===== src/rtl/ifsc_pkg.sv =====
package ifsc_pkg;
  localparam int NSRC   = 5;
  localparam int NSTK   = 3;
  localparam int ADDR_W = 4;
  localparam int CLR_W  = 4;

  localparam logic [ADDR_W-1:0] A_TXTHR = 4'd0;
  localparam logic [ADDR_W-1:0] A_RXTHR = 4'd1;
  localparam logic [ADDR_W-1:0] A_MASK  = 4'd2;
  localparam logic [ADDR_W-1:0] A_CLR   = 4'd3;
  localparam logic [ADDR_W-1:0] A_DMA   = 4'd4;
  localparam logic [ADDR_W-1:0] A_TXWM  = 4'd5;
  localparam logic [ADDR_W-1:0] A_RXWM  = 4'd6;
  localparam logic [ADDR_W-1:0] A_STAT  = 4'd7;
  localparam logic [ADDR_W-1:0] A_RAW   = 4'd8;
  localparam logic [ADDR_W-1:0] A_ISTAT = 4'd9;
  localparam logic [ADDR_W-1:0] A_TXLVL = 4'd10;
  localparam logic [ADDR_W-1:0] A_RXLVL = 4'd11;

  // raw source bit positions
  localparam int S_TXLOW  = 0;
  localparam int S_TXOVF  = 1;
  localparam int S_RXUNF  = 2;
  localparam int S_RXOVF  = 3;
  localparam int S_RXHIGH = 4;

  // status bit positions
  localparam int F_BUSY    = 0;
  localparam int F_TXFULL  = 1;
  localparam int F_TXEMPTY = 2;
  localparam int F_RXEMPTY = 3;
  localparam int F_RXFULL  = 4;

  // clear register bit positions
  localparam int C_ALL   = 0;
  localparam int C_RXUNF = 1;
  localparam int C_RXOVF = 2;
  localparam int C_TXOVF = 3;

  // sticky slot order inside the error bank
  localparam int K_TXOVF = 0;
  localparam int K_RXUNF = 1;
  localparam int K_RXOVF = 2;

  typedef struct packed {
    logic tx;   // data bit1
    logic rx;   // data bit0
  } dma_en_t;

  function automatic int imax(input int a, input int b);
    return (a > b) ? a : b;
  endfunction
endpackage


===== src/rtl/ifsc_regs.sv =====
module ifsc_regs
  import ifsc_pkg::*;
#(
  parameter int PTR_W  = 4,
  parameter int DATA_W = 5
) (
  input  logic              clk,
  input  logic              rst,
  input  logic              wr_en,
  input  logic [ADDR_W-1:0] wr_addr,
  input  logic [DATA_W-1:0] wr_data,
  output logic [PTR_W-1:0]  txthr,
  output logic [PTR_W-1:0]  rxthr,
  output logic [PTR_W-1:0]  txwm,
  output logic [PTR_W-1:0]  rxwm,
  output logic [NSRC-1:0]   mask,
  output dma_en_t           dma_en,
  output logic [CLR_W-1:0]  clr
);
  logic hit_clr;

  assign hit_clr = wr_en && (wr_addr == A_CLR);
  assign clr     = hit_clr ? wr_data[CLR_W-1:0] : '0;

  always_ff @(posedge clk) begin
    if (rst) begin
      txthr  <= '0;
      rxthr  <= '0;
      txwm   <= '0;
      rxwm   <= '0;
      mask   <= '0;
      dma_en <= '0;
    end else if (wr_en) begin
      case (wr_addr)
        A_TXTHR: txthr  <= wr_data[PTR_W-1:0];
        A_RXTHR: rxthr  <= wr_data[PTR_W-1:0];
        A_TXWM:  txwm   <= wr_data[PTR_W-1:0];
        A_RXWM:  rxwm   <= wr_data[PTR_W-1:0];
        A_MASK:  mask   <= wr_data[NSRC-1:0];
        A_DMA:   dma_en <= wr_data[1:0];
        default: ;
      endcase
    end
  end

  AST_THR_TRUNC: assert property (@(posedge clk) disable iff (rst)
    (wr_en && wr_addr == A_TXTHR) |=> (txthr == $past(wr_data[PTR_W-1:0])));

  AST_CLR_ONLY_ON_WRITE: assert property (@(posedge clk) disable iff (rst)
    !(wr_en && wr_addr == A_CLR) |-> (clr == '0));
endmodule


===== src/rtl/ifsc_sticky_bit.sv =====
module ifsc_sticky_bit (
  input  logic clk,
  input  logic rst,
  input  logic set,
  input  logic clr,
  output logic nxt,
  output logic q
);
  // an event in the same cycle as a clear is kept
  assign nxt = set | (q & ~clr);

  always_ff @(posedge clk) begin
    if (rst) q <= 1'b0;
    else     q <= nxt;
  end

  AST_STICKY_SET: assert property (@(posedge clk) disable iff (rst)
    set |=> q);

  AST_STICKY_HOLD: assert property (@(posedge clk) disable iff (rst)
    (!set && !clr) |=> (q == $past(q)));

  AST_STICKY_CLEAR: assert property (@(posedge clk) disable iff (rst)
    (clr && !set) |=> !q);

  AST_SET_BEATS_CLEAR: assert property (@(posedge clk) disable iff (rst)
    (clr && set) |=> q);
endmodule


===== src/rtl/ifsc_flags.sv =====
module ifsc_flags
  import ifsc_pkg::*;
#(
  parameter int DEPTH = 16,
  parameter int LVL_W = 5,
  parameter int PTR_W = 4
) (
  input  logic             clk,
  input  logic             rst,
  input  logic             busy_in,
  input  logic [LVL_W-1:0] tx_level,
  input  logic [LVL_W-1:0] rx_level,
  input  logic [PTR_W-1:0] txthr,
  input  logic [PTR_W-1:0] rxthr,
  input  logic [PTR_W-1:0] txwm,
  input  logic [PTR_W-1:0] rxwm,
  input  logic [NSRC-1:0]  mask,
  input  dma_en_t          dma_en,
  input  logic [NSTK-1:0]  stk_nxt,
  input  logic [NSTK-1:0]  stk_q,
  output logic [NSRC-1:0]  raw,
  output logic [NSRC-1:0]  status,
  output logic             irq,
  output logic             tx_dreq,
  output logic             rx_dreq
);
  localparam logic [LVL_W-1:0] FULL = LVL_W'(DEPTH);

  logic            tx_low_d, rx_high_d;
  logic            tx_low_q, rx_high_q;
  logic [NSRC-1:0] raw_d;

  assign tx_low_d  = tx_level <= LVL_W'(txthr);
  assign rx_high_d = rx_level >= LVL_W'(rxthr);

  always_comb begin
    raw_d           = '0;
    raw_d[S_TXLOW]  = tx_low_d;
    raw_d[S_TXOVF]  = stk_nxt[K_TXOVF];
    raw_d[S_RXUNF]  = stk_nxt[K_RXUNF];
    raw_d[S_RXOVF]  = stk_nxt[K_RXOVF];
    raw_d[S_RXHIGH] = rx_high_d;
  end

  always_comb begin
    raw           = '0;
    raw[S_TXLOW]  = tx_low_q;
    raw[S_TXOVF]  = stk_q[K_TXOVF];
    raw[S_RXUNF]  = stk_q[K_RXUNF];
    raw[S_RXOVF]  = stk_q[K_RXOVF];
    raw[S_RXHIGH] = rx_high_q;
  end

  always_ff @(posedge clk) begin
    if (rst) begin
      tx_low_q  <= 1'b0;
      rx_high_q <= 1'b0;
      status    <= '0;
      irq       <= 1'b0;
      tx_dreq   <= 1'b0;
      rx_dreq   <= 1'b0;
    end else begin
      tx_low_q          <= tx_low_d;
      rx_high_q         <= rx_high_d;
      status[F_BUSY]    <= busy_in;
      status[F_TXFULL]  <= tx_level == FULL;
      status[F_TXEMPTY] <= tx_level == '0;
      status[F_RXEMPTY] <= rx_level == '0;
      status[F_RXFULL]  <= rx_level == FULL;
      irq               <= |(raw_d & mask);
      tx_dreq           <= dma_en.tx && (tx_level <= LVL_W'(txwm));
      rx_dreq           <= dma_en.rx && (rx_level >  LVL_W'(rxwm));
    end
  end

  AST_IRQ_MASKED: assert property (@(posedge clk) disable iff (rst)
    irq |-> |(raw & $past(mask)));

  AST_TXDREQ_GATED: assert property (@(posedge clk) disable iff (rst)
    !dma_en.tx |=> !tx_dreq);

  AST_RXDREQ_GATED: assert property (@(posedge clk) disable iff (rst)
    !dma_en.rx |=> !rx_dreq);

  AST_RXDREQ_EMPTY: assert property (@(posedge clk) disable iff (rst)
    (rx_level == '0) |=> !rx_dreq);
endmodule


===== src/rtl/fifo_irq_ctrl.sv =====
module fifo_irq_ctrl
  import ifsc_pkg::*;
#(
  parameter  int DEPTH  = 16,
  localparam int LVL_W  = $clog2(DEPTH + 1),
  localparam int PTR_W  = $clog2(DEPTH),
  localparam int DATA_W = imax(LVL_W, NSRC)
) (
  input  logic              clk,
  input  logic              rst,
  input  logic              busy_in,
  input  logic [LVL_W-1:0]  tx_level,
  input  logic [LVL_W-1:0]  rx_level,
  input  logic              tx_push,
  input  logic              rx_push,
  input  logic              rx_pop,
  input  logic              wr_en,
  input  logic [3:0]        wr_addr,
  input  logic [DATA_W-1:0] wr_data,
  input  logic [3:0]        rd_addr,
  output logic [DATA_W-1:0] rd_data,
  output logic [NSRC-1:0]   status,
  output logic              irq,
  output logic              tx_dreq,
  output logic              rx_dreq
);
  localparam logic [LVL_W-1:0] FULL = LVL_W'(DEPTH);

  logic [PTR_W-1:0] txthr, rxthr, txwm, rxwm;
  logic [NSRC-1:0]  mask, raw;
  dma_en_t          dma_en;
  logic [CLR_W-1:0] clr;
  logic [NSTK-1:0]  stk_set, stk_clr, stk_nxt, stk_q;

  ifsc_regs #(.PTR_W(PTR_W), .DATA_W(DATA_W)) u_regs (
    .clk(clk), .rst(rst), .wr_en(wr_en), .wr_addr(wr_addr), .wr_data(wr_data),
    .txthr(txthr), .rxthr(rxthr), .txwm(txwm), .rxwm(rxwm),
    .mask(mask), .dma_en(dma_en), .clr(clr)
  );

  // error events and the clear bits that address each sticky slot
  assign stk_set[K_TXOVF] = tx_push && (tx_level == FULL);
  assign stk_set[K_RXUNF] = rx_pop  && (rx_level == '0);
  assign stk_set[K_RXOVF] = rx_push && (rx_level == FULL);
  assign stk_clr[K_TXOVF] = clr[C_ALL] | clr[C_TXOVF];
  assign stk_clr[K_RXUNF] = clr[C_ALL] | clr[C_RXUNF];
  assign stk_clr[K_RXOVF] = clr[C_ALL] | clr[C_RXOVF];

  for (genvar k = 0; k < NSTK; k++) begin : g_stk
    ifsc_sticky_bit u_bit (
      .clk(clk), .rst(rst), .set(stk_set[k]), .clr(stk_clr[k]),
      .nxt(stk_nxt[k]), .q(stk_q[k])
    );
  end

  ifsc_flags #(.DEPTH(DEPTH), .LVL_W(LVL_W), .PTR_W(PTR_W)) u_flags (
    .clk(clk), .rst(rst), .busy_in(busy_in),
    .tx_level(tx_level), .rx_level(rx_level),
    .txthr(txthr), .rxthr(rxthr), .txwm(txwm), .rxwm(rxwm),
    .mask(mask), .dma_en(dma_en), .stk_nxt(stk_nxt), .stk_q(stk_q),
    .raw(raw), .status(status), .irq(irq), .tx_dreq(tx_dreq), .rx_dreq(rx_dreq)
  );

  logic [DATA_W-1:0] rd_d;

  always_comb begin
    case (rd_addr)
      A_TXTHR: rd_d = DATA_W'(txthr);
      A_RXTHR: rd_d = DATA_W'(rxthr);
      A_MASK:  rd_d = DATA_W'(mask);
      A_DMA:   rd_d = DATA_W'(dma_en);
      A_TXWM:  rd_d = DATA_W'(txwm);
      A_RXWM:  rd_d = DATA_W'(rxwm);
      A_STAT:  rd_d = DATA_W'(status);
      A_RAW:   rd_d = DATA_W'(raw);
      A_ISTAT: rd_d = DATA_W'(raw & mask);
      A_TXLVL: rd_d = DATA_W'(tx_level);
      A_RXLVL: rd_d = DATA_W'(rx_level);
      default: rd_d = '0;
    endcase
  end

  always_ff @(posedge clk) begin
    if (rst) rd_data <= '0;
    else     rd_data <= rd_d;
  end

  AST_CLR_READS_ZERO: assert property (@(posedge clk) disable iff (rst)
    (rd_addr == A_CLR) |=> (rd_data == '0));

  AST_LEVEL_SRC_UNCLEARABLE: assert property (@(posedge clk) disable iff (rst)
    (clr[C_ALL] && tx_level == '0) |=> raw[S_TXLOW]);
endmodule


===== config.mk =====
export PLATFORM = sky130hd
export DESIGN_NAME = fifo_irq_ctrl
export DESIGN_NICKNAME = d
export VERILOG_FILES = /design/src/rtl/ifsc_pkg.sv /design/src/rtl/ifsc_regs.sv /design/src/rtl/ifsc_sticky_bit.sv /design/src/rtl/ifsc_flags.sv /design/src/rtl/fifo_irq_ctrl.sv
export SDC_FILE = /design/constraint.sdc
export NUM_CORES = 1
export LEC_CHECK = 0
export BUFFER_PORTS_ARGS = -buffer_cell sky130_fd_sc_hd__buf_2
export CAP_MARGIN = 20
export CORE_ASPECT_RATIO = 1.4
export CORE_MARGIN = 1
export CORE_UTILIZATION = 40
export CTS_BUF_LIST = sky130_fd_sc_hd__clkbuf_2
export CTS_CLUSTER_SIZE = 20
export DETAILED_ROUTE_END_ITERATION = 10
export PLACE_DENSITY = 0.7
export SYNTH_ARGS = -nofsm -noshare
export SYNTH_HDL_FRONTEND = slang
export SYNTH_HIERARCHICAL = 1
export SYNTH_SLANG_ARGS = --single-unit

===== constraint.sdc =====
create_clock -name clk -period 4.8 [get_ports clk]
set_clock_uncertainty 0.15 [all_clocks]
set_input_delay 0.72 -clock clk [delete_from_list [all_inputs] [get_ports clk]]
set_output_delay 0.72 -clock clk [all_outputs]
set_load 0.005 [all_outputs]

==> metrics.md <==
| Metric | Value |
|---|---|
| Status | finished, violations left |
| Violated checks | DRC |
| Mapped Area | 2630 um^2 |
| Post-synth net total | 338 |
| Core area | 6300 um^2 |
| Final ANT Viol Nets | 0 |
| Htree depth | 2 |
| R2r startpoint | u_regs/txthr[3] |
| Area share of the leading cell type in the synthesized netlist | 0.312 |
| DP Wirelength | 4.84 mm |
| Synth Warn # | 6 |
| Post-CTS Resized | 0 |
| List of most frequent post-synthesis cells | dfxtp_1 (41), mux2i_1 (29), nand2b_1 (29) |
| Fin crit period | 2.33 ns |
| Post-synthesis sequential area ratio | 0.312 |
| Die span in y | 97.9 um |
| Initial Util | 0.418 |
| Vias in the first global route | 2068 |
| Top-count cell post-synth | dfxtp_1 |
| Vias/cell | 5.45 |
| Setup WS post-layout | 2.47 ns |
| Cts hold-fix bufs | 0 |
| CTS Sinks | 41 |
| Initial DRC Count | 158 |
| Die ar. | 6910 um^2 |
| Final hold vios | 0 |
| Reg2reg path depth | 6 |
| Number of top-level pins | 43 |
| Worst min-delay path class | reg2reg |
| Final layout net count | 370 |
| Fmax achieved | 429 MHz |
| Pins Over Slew Limit | 0 |
| Slew margin rel. | 0.527 |
| Post-CTS Setup Bufs | 0 |
| Largest net degree at the start of global routing | 43 |
| Critical Path AT | 2.49 ns |
| Via count | 2146 |
| HP Start | u_regs/dma_en[1] |
| Final instance count without filler cells | 394 |
| Crit Path Max Fanout | 6 |
| Count of final setup violators | 0 |
| First-pass GRT wire length | 9.89 mm |
| R2R Setup Slk | 3.01 ns |
| Drt total wl | 6.09 mm |
| RSZ-0062 raised after global routing | no |
| Leading area contributor after synthesis | dfxtp_1 |
| Placer Congestion | 0.857 |
| Worst Hold Depth | 2 |
| Total CTS buffers | 5 |
| CP required | 4.96 ns |
| Clock slew at reported path FFs | 0.21 ns |
| Die Wd | 70.5 um |
| Worst r2r dst | u_flags/irq |
| Total GRT Usage | 0.185 |
| DRC viols | 8 |
| Syn Area/Cell | 9.10 um^2 |
| Setup tns final | 0 ns |
| Synth-to-layout area growth | 7.99% |
| Post-synth EDFFs | 0 |
| Crit path launch type | input port |
| Initial antenna violation count | 0 |
| Worst Setup Path Type | in2reg |
| Top post-synthesis cells by area | dfxtp_1 (31%), mux2i_1 (11%), ha_1 (9.0%) |
| Cell Pwr Density | 213 nW/um^2 |
| MaxCap Viol Count | 0 |
| Post-synthesis cell count | 289 |
| Port bufs | 42 |
| WHS Endpoint | u_flags/tx_dreq |
| Row cnt | 34 |
| Proportion of layout cells with a drive suffix above 1 | 0.233 |
| P_leak | 0.00124 uW |
| Post-synthesis async set-or-reset flop share | 0 |
| Period utilisation layout | 0.486 |
| Main flop type after synthesis | dfxtp_1 |
| Congestion Overflow GR | 0 |
| Placed instance count | 386 |
| CTS tree | built |
| Routed length per instance | 15.4 um |
| Seq cells post-synth | 41 |
| Root buffer cell | clkbuf_2 |
| Crit. End Element | register |
| Worst IR Drop VDD | 0.0806 mV |
| Post-place setup slack | 2.02 ns |
| Drt pass-1 iters | 7 |
| Worst slew pin tran | 0.709 ns |
| CP startpoint | wr_addr[3] |
| Worst skew pair latency | 0.40 ns |
| Antenna Cells | 0 |
| Clock Path Buffers | 2 |
| Distinct cells, synth | 55 |
-- layout make-up --
type                    instances  area (um^2)
fillers                       652         3460
multi-input cells             207         1580
flip-flops and latches         41          821
repair buffers                 42          210
inverters                      24         90.1
well taps                      72         90.1
clock buffers                   6         30.0
clock inverters                 2         15.0
-- cell families after synthesis --
| family | after synthesis | synth area share |
|---|---|---|
| mux | 30 | 0.115 |
| fa+ha+maj | 19 | 0.0904 |
| flops | 41 | 0.312 |
| simple gates | 111 | 0.270 |
| buf+inv | 41 | 0.0856 |
| compound gates | 47 | 0.127 |
-- per-stage QoR --
| stage | total power [uW] | area [um^2] | hold slack, ns | utilization |
|---|---|---|---|---|
| 3_5_place_dp | 456 | 2800 | 0.299 | 0.444 |
| 3_3_place_gp | 454 | 2800 | 0.295 | 0.444 |
| 2_1_floorplan | 425 | 2630 | 0.272 | - |
| 4_1_cts | 610 | 2840 | 0.324 | 0.451 |
| 6_report | 605 | 2840 | 0.320 | 0.451 |
| 5_1_grt | 636 | 2840 | 0.336 | 0.451 |
-- where the power goes --
part | total [uW] | switching (uW) | internal (uW)
combinational | 97.2 | 55.0 | 42.2
sequential | 352 | 4.20 | 348
clock | 156 | 118 | 37.6
-- flip-flops by register name, indices dropped and copies added, names as in the netlist --
signal             flops
u_regs/rxwm            4
rd_data                5
u_flags/status         5
u_flags/tx_dreq        1
u_regs/dma_en          2
u_flags/irq            1
u_regs/rxthr           4
g_stk.u_bit/q          3
u_regs/txthr           4
u_regs/txwm            4
u_flags/rx_dreq        1
u_flags/tx_low_q       1
u_flags/rx_high_q      1
u_regs/mask            5
-- layout by cell type, fill, tap and decap left out, types with 7 or more instances in the layout --
cell type,n
nand2_1,21
o21ai_1,9
inv_1,24
dfxtp_1,41
and2_1,7
nor2_1,9
nand2b_1,29
mux2i_1,29
a21oi_1,8
buf_2,42
ha_1,19
-- critical path, cell delays in order --
cell and delay, ns:
buf_2 0.12, nor3b_4 0.26, and3_1 0.25, and2_1 0.16, or2_2 0.11, nand2b_4 0.12, nand2_1 0.06, a222oi_1 0.36
nor2_1 0.07, a221o_1 0.27
-- worst max path at each step --
stage	to	slack, ns	cells after the start
2_1_floorplan	u_flags/irq	2.38	9
3_3_place_gp	u_flags/irq	2.12	10
3_5_place_dp	u_flags/irq	2.02	10
4_1_cts	u_flags/irq	2.47	10
5_1_grt	u_flags/irq	2.34	10
6_report	u_flags/irq	2.47	10
-- routing by layer --
layer | global-route usage | up-vias | share of wire
met5 | 0 | - | 0
met4 | 0.0877 | 0 | 0.042
met3 | 0.0372 | 13 | 0.029
met2 | 0.335 | 43 | 0.51
met1 | 0.204 | 1020 | 0.42
li1 | - | 1070 | -
Power figures use the tool's default switching activity.
